## src/rtl/spim_pkg.sv

```systemverilog
package spim_pkg;

  typedef struct packed {
    logic load;
    logic toggle;
    logic shiftOut;
    logic capture;
    logic finish;
  } spimStrobe_t;

  // transfer length from the 4-bit size code: 0000 -> 16, 1xxx -> 8 + xxx
  function automatic logic [4:0] sizeBits(input logic [3:0] code);
    return (code == 4'd0) ? 5'd16 : {2'b01, code[2:0]};
  endfunction

  function automatic logic modeLegal(input logic [15:0] m);
    return m[15] && (m[7:0] > 8'd1) && ((m[13:10] == 4'd0) || m[13]);
  endfunction

endpackage

```

## src/rtl/spim_ctrl.sv

```systemverilog
module spim_ctrl
  import spim_pkg::*;
#(
  parameter int WORD_W = 16,
  parameter int DIV_W  = 8
) (
  input  logic             clk,
  input  logic             rstN,
  input  logic [15:0]      modeReg,
  input  logic             startReq,
  output logic             busy,
  output logic             startErr,
  output spimStrobe_t      strobe
);
  localparam int CNT_W = $clog2(WORD_W + 1);
  localparam int PH_W  = $clog2(2 * WORD_W + 2);

  logic [DIV_W-1:0] halfCnt, divLat;
  logic [PH_W-1:0]  phase;
  logic [CNT_W-1:0] nBits;
  logic             phaLat;
  logic             halfEnd, lastHalf, edgeNow, leading, legal;

  assign legal    = modeLegal(modeReg);
  assign halfEnd  = busy && (halfCnt == divLat - DIV_W'(1));
  assign lastHalf = (phase == PH_W'({nBits, 1'b0}));
  assign edgeNow  = halfEnd && !lastHalf;
  assign leading  = !phase[0];

  always_comb begin
    strobe          = '0;
    strobe.load     = !busy && startReq && legal;
    strobe.toggle   = edgeNow;
    strobe.capture  = edgeNow && (leading != phaLat);
    strobe.shiftOut = edgeNow && (leading == phaLat);
    strobe.finish   = halfEnd && lastHalf;
  end

  always_ff @(posedge clk) begin
    if (!rstN) begin
      busy     <= 1'b0;
      startErr <= 1'b0;
      halfCnt  <= '0;
      phase    <= '0;
      divLat   <= DIV_W'(2);
      nBits    <= CNT_W'(WORD_W);
      phaLat   <= 1'b0;
    end else begin
      startErr <= 1'b0;
      if (!busy) begin
        if (startReq) begin
          if (legal) begin
            busy    <= 1'b1;
            halfCnt <= '0;
            phase   <= '0;
            divLat  <= modeReg[DIV_W-1:0];
            nBits   <= CNT_W'(sizeBits(modeReg[13:10]));
            phaLat  <= modeReg[8];
          end else begin
            startErr <= 1'b1;
          end
        end
      end else if (halfEnd) begin
        halfCnt <= '0;
        phase   <= phase + PH_W'(1);
        if (lastHalf) busy <= 1'b0;
      end else begin
        halfCnt <= halfCnt + DIV_W'(1);
      end
    end
  end
endmodule

```

## src/rtl/spim_dp.sv

```systemverilog
module spim_dp
  import spim_pkg::*;
#(
  parameter int WORD_W = 16
) (
  input  logic              clk,
  input  logic              rstN,
  input  spimStrobe_t       strobe,
  input  logic [15:0]       modeReg,
  input  logic [WORD_W-1:0] txWord,
  input  logic              serIn,
  output logic              clkReg,
  output logic              outBit,
  output logic [WORD_W-1:0] rxWord,
  output logic              done
);
  localparam int CNT_W = $clog2(WORD_W + 1);

  logic [WORD_W:0]   txSh;
  logic [WORD_W-1:0] rxSh, aligned;
  logic [CNT_W-1:0]  nLoad;

  assign nLoad   = CNT_W'(sizeBits(modeReg[13:10]));
  assign aligned = txWord << (CNT_W'(WORD_W) - nLoad);
  assign outBit  = txSh[WORD_W];

  always_ff @(posedge clk) begin
    if (!rstN) begin
      txSh   <= '0;
      rxSh   <= '0;
      rxWord <= '0;
      done   <= 1'b0;
      clkReg <= 1'b0;
    end else begin
      done <= 1'b0;
      if (strobe.load) begin
        // phase 1 parks the word one place low; the first leading edge lifts the MSB out
        txSh   <= modeReg[8] ? {1'b0, aligned} : {aligned, 1'b0};
        rxSh   <= '0;
        clkReg <= modeReg[9];
      end else begin
        if (strobe.toggle)   clkReg <= !clkReg;
        if (strobe.shiftOut) txSh   <= {txSh[WORD_W-1:0], 1'b0};
        if (strobe.capture)  rxSh   <= {rxSh[WORD_W-2:0], serIn};
        if (strobe.finish) begin
          rxWord <= rxSh;
          done   <= 1'b1;
        end
      end
    end
  end
endmodule

```

## src/rtl/spi_word_master.sv

```systemverilog
module spi_word_master
  import spim_pkg::*;
#(
  parameter int WORD_W = 16,
  parameter int DIV_W  = 8
) (
  input  logic              clk,
  input  logic              rstN,
  input  logic [15:0]       modeReg,
  input  logic              startReq,
  input  logic [WORD_W-1:0] txWord,
  input  logic              serIn,
  output logic              serClk,
  output logic              dataOut,
  output logic              dataOutEn,
  output logic              csN,
  output logic [WORD_W-1:0] rxWord,
  output logic              done,
  output logic              startErr
);
  spimStrobe_t strobe;
  logic        busy, clkReg;

  spim_ctrl #(.WORD_W(WORD_W), .DIV_W(DIV_W)) ctrl_i (
    .clk(clk), .rstN(rstN), .modeReg(modeReg), .startReq(startReq),
    .busy(busy), .startErr(startErr), .strobe(strobe)
  );

  spim_dp #(.WORD_W(WORD_W)) dp_i (
    .clk(clk), .rstN(rstN), .strobe(strobe), .modeReg(modeReg),
    .txWord(txWord), .serIn(serIn), .clkReg(clkReg), .outBit(dataOut),
    .rxWord(rxWord), .done(done)
  );

  assign csN       = !busy;
  assign serClk    = busy ? clkReg : modeReg[9];
  assign dataOutEn = busy || !modeReg[14];
endmodule

```

## config.mk

```make
export PLATFORM = sky130hd
export DESIGN_NAME = spi_word_master
export DESIGN_NICKNAME = d
export VERILOG_FILES = /design/src/rtl/spim_pkg.sv /design/src/rtl/spim_ctrl.sv /design/src/rtl/spim_dp.sv /design/src/rtl/spi_word_master.sv
export SDC_FILE = /design/constraint.sdc
export NUM_CORES = 1
export LEC_CHECK = 0
export ABC_CLOCK_PERIOD_IN_PS = 4650
export CAP_MARGIN = 15
export CORE_ASPECT_RATIO = 0.7
export CORE_MARGIN = 5
export CORE_UTILIZATION = 35
export DETAILED_ROUTE_END_ITERATION = 6
export PLACE_DENSITY = 0.56
export SLEW_MARGIN = 10
export SYNTH_ARGS = -nofsm -noshare
export SYNTH_HDL_FRONTEND = slang
export SYNTH_SLANG_ARGS = --single-unit
```

## constraint.sdc

```tcl
create_clock -name clk -period 4.65 [get_ports clk]
set_input_delay 1.1625 -clock clk [delete_from_list [all_inputs] [get_ports clk]]
set_output_delay 1.1625 -clock clk [all_outputs]
set_load 0.03 [all_outputs]
```

==> results of run 1 <==
## worst paths after layout
check                                 startpoint       endpoint  slack (ps)  depth (start not counted)
worst min register to register     ctrl_i.phaLat  ctrl_i.phaLat         470                          2
worst max-delay path                 modeReg[11]  dp_i.txSh[10]         970                          9
worst min-delay path               ctrl_i.phaLat  ctrl_i.phaLat         470                          2
worst max register to register  ctrl_i.divLat[0]   dp_i.rxSh[8]        1400                          9
## cells by family after synthesis
| logic type | Yosys count |
|---|---|
| muxes | 36 |
| DFF | 81 |
| AOI/OAI and AO/OA | 172 |
| and+or+nand+nor | 200 |
| buffers and inverters | 68 |
| xor gates and xnor gates | 23 |
| adders and majority gates | 5 |
## power groups by stage
stage / registers (W) / logic [W] / clock network (W)
after floorplan: 0.000736 / 0.000217 / 0
after global routing: 0.000725 / 0.000357 / 0.000748
after detailed placement: 0.000738 / 0.000321 / 0
after global placement: 0.000738 / 0.000318 / 0
final: 0.000723 / 0.000324 / 0.000707
after CTS: 0.000723 / 0.000322 / 0.000724
## state kept, by name, summed over array words and instances, names as in the netlist, 5 cells and up
register        count
dp_i.txSh          17
dp_i.rxSh          16
dp_i.rxWord        16
ctrl_i.divLat       8
ctrl_i.halfCnt      8
ctrl_i.phase        6
ctrl_i.nBits        5
## through the flow
step	setup WS (ps)	utilization, %	power, W
floorplan	549	-	0.000953
global placement	824	40.5	0.00106
detailed placement	726	40.5	0.00106
CTS	994	42.6	0.00177
global route	791	42.6	0.00183
finish	970	42.6	0.00175
## worst max-delay path, stage by stage
cell and delay [ps]:
clkdlybuf4s50_1 520, inv_1 70, ha_1 270, o21bai_1 190
o31ai_1 810, o211ai_1 320, o2111ai_1 180, o311ai_0 210
a31oi_1 190
## area by class of cell
cell class	instances	area, sq um	area share (%)
clock buffers	12	256	4.38
multi-input cells	436	2960	50.5
inverters	10	37.5	0.641
clock inverters	3	40.0	0.684
repair buffers	75	706	12.1
flip-flops and latches	81	1620	27.7
well taps	190	238	4.06
## cell usage in the layout (no fill, tap or decap), drive strengths merged, types with 3 or more instances in the layout
cell | Yosys | routed
nor2 | 29 | 29
clkbuf | 42 | 12
nor3 | 24 | 24
o211a | 3 | 3
nor2b | 3 | 3
a211oi | 7 | 7
or3 | 7 | 7
mux2 | 19 | 19
ha | 5 | 5
inv | 10 | 10
xor2 | 11 | 11
and2 | 3 | 3
or2 | 4 | 4
mux2i | 9 | 9
clkdlybuf4s50 | 0 | 57
a2111oi | 3 | 3
mux4 | 8 | 8
o221ai | 3 | 3
buf | 16 | 18
a21oi | 56 | 56
o21ai | 25 | 25
o21bai | 3 | 3
xnor2 | 12 | 12
dfxtp | 81 | 81
nand2b | 5 | 5
o211ai | 6 | 6
nor3b | 4 | 4
nand2 | 46 | 46
nand3 | 15 | 15
or4 | 6 | 6
nand4 | 41 | 41
o31ai | 39 | 39
a31oi | 9 | 9
and3 | 8 | 8
## metal layers
layer / vias up / share of wire (%) / global-route usage [%]
met3: 20 / 7.2 / 5.70
met5: - / 0 / 0
met1: 2224 / 49 / 24.8
li1: 2255 / - / -
met4: 0 / 1.1 / 3.46
met2: 132 / 43 / 25.7
==> impl_metrics.ini, run 1 <==
[outcome]
status = finished, final reports clean

[timing]
finClkSkew_ps = 7.16
drv_slew = 0
hold_violations = 0
finalCritPeriodShare_pct = 79.1
max_slew_margin_pct = 30.9
setup_viol = 0
rsz0062_at_grt = no
maxClockFrequency_mhz = 272
timing.hold.ws_ps = 466
finalCriticalPeriod_ps = 3680
tightest_slew_ps = 1030
fin_setup_tns_ps = 0

[routing]
drcViolationCount = 0
via_per_inst = 5.74
via_count = 4631
wl_microns = 13800
first_pass_iters = 5
wire_per_inst_microns = 17.1
antenna_left = 0
drt_iter0_drc = 389

[placed_design]
placed_cells = 792
gp_congestion = 0.912
postPlaceCellArea_sq_um = 5560
io_buffers = 57
dp_hpwl_microns = 10200

[power_and_ir_drop]
clock_power_share_pct = 40.3
power.density_nw_per_um2 = 300
p_leak_nw = 1.98
cell_internal_pwr_w = 0.00128
worst_ir_drop_vdd_uv = 205
switching_share_pct = 27.0
power_frac_seq_pct = 41.2
pwr-share-comb_pct = 18.5
power_switching_w = 0.000474

[critical_path]
worstSetupPathType = input pin to flip-flop
end_kind = flip-flop
crit_fanout = 7
arrival_ps = 3940
worstPathRequired_ps = 4910
critPathLaunchType = input pin

[yosys]
synth_area_leader_cell = dfxtp_1
seq_area_frac_synth_pct = 33.5
synth_top_area_share_pct = 33.5
yosysMostFrequentCell = dfxtp_1
synth_top_family_by_area = compound AO/OA/AOI/OAI gates
ys_seq_elements = 81
synthArstFlopShare_pct = 0
syn-num-nets = 626
synthSimpleGateAreaFrac_pct = 21.7
netlist_area_sq_um = 4840
synthXorXnorAreaFrac_pct = 4.16
synthTopCellsByCount = dfxtp_1, a21oi_1, nand2_1
ys_types = 59
muxShareOfSynthArea_pct = 10.0
syn_inst = 585
syn_avg_cell_area_sq_um = 8.27
synth-edff-count = 0
yosys.area_share.adder_pct = 1.29
yosys_warnings = 0
synthFlopType = dfxtp_1
ys_top_cells_by_area = dfxtp_1, o31ai_1, a21oi_1
synth-compound-area-share_pct = 23.8

[clock_network]
clkLatencyLatePin_ps = 330
cts-root-buf = clkbuf_16
cts_setup_buffers = 0
cts_tree = built
h-tree-depth = 3
cts_resized = 0
path_clk_slew_ps = 60
clockBufferDepth = 2
clock_sinks = 81
cts_inserted_buffers = 9
hold_buffers = 0

[cells_and_area]
fin_nets = 654
nFillCells = 1390
drive_above_1_share_pct = 12.0
fin_area_sq_um = 5850
area_growth_pct = 21.0
stdcell_count = 807
diodes = 0

[die]
start_util_pct = 35.2
core_sq_um = 13700
design.die.area_sq_um = 16300
die_w_microns = 151
die-height_microns = 108
io_pins = 58
row_count = 36

[hold_path]
hold_path_class = flip-flop to flip-flop

[global_route]
grt_usage_pct = 17.4
grt_max_degree = 44
grt_pass1_vias = 4538
grt_first_pass_wirelength_microns = 23000
antenna_found_initial = 0
gr-total-overflow = 0

[flow_run]
maxCapViolCount = 0
Power figures use the tool's default switching activity.
==> run 2: changes to the inputs <==
ABC_CLOCK_PERIOD_IN_PS = 3600   (was 4650)
clock period = 3.6 ns   (was 4.65 ns; I/O delays follow)
==> impl_metrics.ini, run 2 (synthesis gave the netlist of run 1 again) <==
[timing]
hold_violations = 0
setup_viol = 0
finalCriticalPeriod_ps = 3190
maxClockFrequency_mhz = 313
max_slew_margin_pct = 28.9
finClkSkew_ps = 8.09
rsz0062_at_grt = no
finalCritPeriodShare_pct = 88.7
drv_slew = 0
timing.hold.ws_ps = 467
fin_setup_tns_ps = 0
tightest_slew_ps = 1060

[global_route]
grtUsageMet2_pct = 25.9
met3_usage_pct = 5.66
grt_pass1_vias = 4495
grt_first_pass_wirelength_microns = 23500
antenna_found_initial = 0
gr-total-overflow = 0
top_usage_layer = met1
use_met1_pct = 26.2
grt_usage_pct = 17.9
grt_max_degree = 44

[clock_network]
path_clk_slew_ps = 60
cts_setup_buffers = 0
clockBufferDepth = 2
cts_inserted_buffers = 9
cts_resized = 0
h-tree-depth = 3
cts_tree = built
cts-root-buf = clkbuf_16
hold_buffers = 0
clkLatencyLatePin_ps = 340
clock_sinks = 81

[critical_path]
crit_fanout = 43
worstSetupPathType = flip-flop to flip-flop
crit_family = simple AND/OR/NAND/NOR gates
critPathLaunch = ctrl_i.divLat[0]
critical_path.max_stage_delay_ps = 480
critPathLaunchType = flip-flop
path_buf_inv = 2
worstPathRequired_ps = 3820
r2r_end = ctrl_i.phase[5]
end_kind = flip-flop
r2r_start = ctrl_i.divLat[0]
critPathSlowestCell = a2111oi_4
worstPathCellList = inv_1, ha_1, or3b_1, or4_4, a2111oi_4, o211ai_2, buf_4, nor3_1, mux2_2
endpoint = ctrl_i.phase[5]
r2r_slack_ps = 410
arrival_ps = 3420
cp.depth = 9
reg2reg_depth = 9

[cells_and_area]
diodes = 0
largest_register_ff_count = 17
max_flop_register = dp_i.txSh
fin_area_sq_um = 5980
final_util_pct = 43.5
area_growth_pct = 23.6
drive_above_1_share_pct = 13.7
fin_nets = 665
final_cell_mix = dfxtp_1, a21oi_1, clkdlybuf4s50_1
nFillCells = 1365
reg_top3 = dp_i.txSh (17), dp_i.rxSh (16), dp_i.rxWord (16)
seq_area_sq_um = 1620
multi_input_area_sq_um = 2970
final_common_cell = dfxtp_1

[outcome]
status = finished, final reports clean

[power_and_ir_drop]
worst_ir_drop_vdd_uv = 239
switching_share_pct = 26.9
power_frac_seq_pct = 39.7
power_switching_w = 0.000632
p_leak_nw = 2.04
clock_power_share_pct = 41.7
pwr-share-comb_pct = 18.6
power.density_nw_per_um2 = 393
finalPower_w = 0.00235
cell_internal_pwr_w = 0.00172

[routing]
drt_iter0_drc = 332
first_pass_iters = 5
wire_per_inst_microns = 17.3
via_count = 4707
drcViolationCount = 0
wl_microns = 14100
via_per_inst = 5.75
antenna_left = 0

[hold_path]
hold_depth = 2
hold_path_class = flip-flop to flip-flop

[die]
row_count = 36
design.die.area_sq_um = 16300
start_util_pct = 35.2
io_pins = 58
die_w_microns = 151
die-height_microns = 108
core_sq_um = 13700

[placed_design]
dp_hpwl_microns = 10300
io_buffers = 57
gp_congestion = 0.884
postPlaceCellArea_sq_um = 5670

[flow_run]
maxCapViolCount = 0
run 2: worst min-delay path by stage:
stage | startpoint | end | slack [ps]
after floorplan | ctrl_i.nBits[0] | ctrl_i.nBits[0] | 440
after global placement | dp_i.rxWord[4] | dp_i.rxWord[4] | 460
after detailed placement | dp_i.rxWord[4] | dp_i.rxWord[4] | 460
after CTS | dp_i.rxWord[6] | dp_i.rxWord[6] | 470
after global routing | ctrl_i.nBits[2] | ctrl_i.nBits[2] | 480
final | dp_i.rxWord[6] | dp_i.rxWord[6] | 470
run 2: layout make-up:
cell class / count / area share (%)
Clock buffer: 12 / 4.12
Clock inverter: 3 / 1.09
Inverter: 10 / 0.628
Multi-Input combinational cell: 436 / 49.7
Sequential cell: 81 / 27.1
Tap cell: 190 / 3.97
Timing Repair Buffer: 86 / 13.3
run 2: power groups by stage:
| stage | clock network, W | registers, W | logic (W) |
|---|---|---|---|
| after global routing | 0.00104 | 0.000937 | 0.000477 |
| final | 0.000980 | 0.000934 | 0.000438 |
| after global placement | 0 | 0.000953 | 0.000427 |
| after floorplan | 0 | 0.000950 | 0.000282 |
| after CTS | 0.00100 | 0.000934 | 0.000435 |
| after detailed placement | 0 | 0.000954 | 0.000432 |
run 2: per-stage QoR:
stage                     worst slack (ps)  std cells
after floorplan                       32.1        585
after global placement                 282        803
after detailed placement               223        803
after CTS                              415        818
after global routing                   277        818
final                                  407        818
run 2: per-layer routing:
metal	routed length, microns	vias to the layer above
met1	7000	2271
met2	5950	148
met3	1040	11
met5	0	-
li1	-	2277
met4	124	0
run 2: worst reg2reg max path, delay by kind of cell, from the launching register on:
| kind | cells | cell delay [ps] |
|---|---|---|
| adder cells (fa/ha/maj) | 1 | 210 |
| multiplexers | 1 | 360 |
| buffers and inverters | 2 | 370 |
| AO/OA/AOI/OAI | 2 | 620 |
| flip-flops | 1 | 370 |
| AND/OR/NAND/NOR | 3 | 1150 |
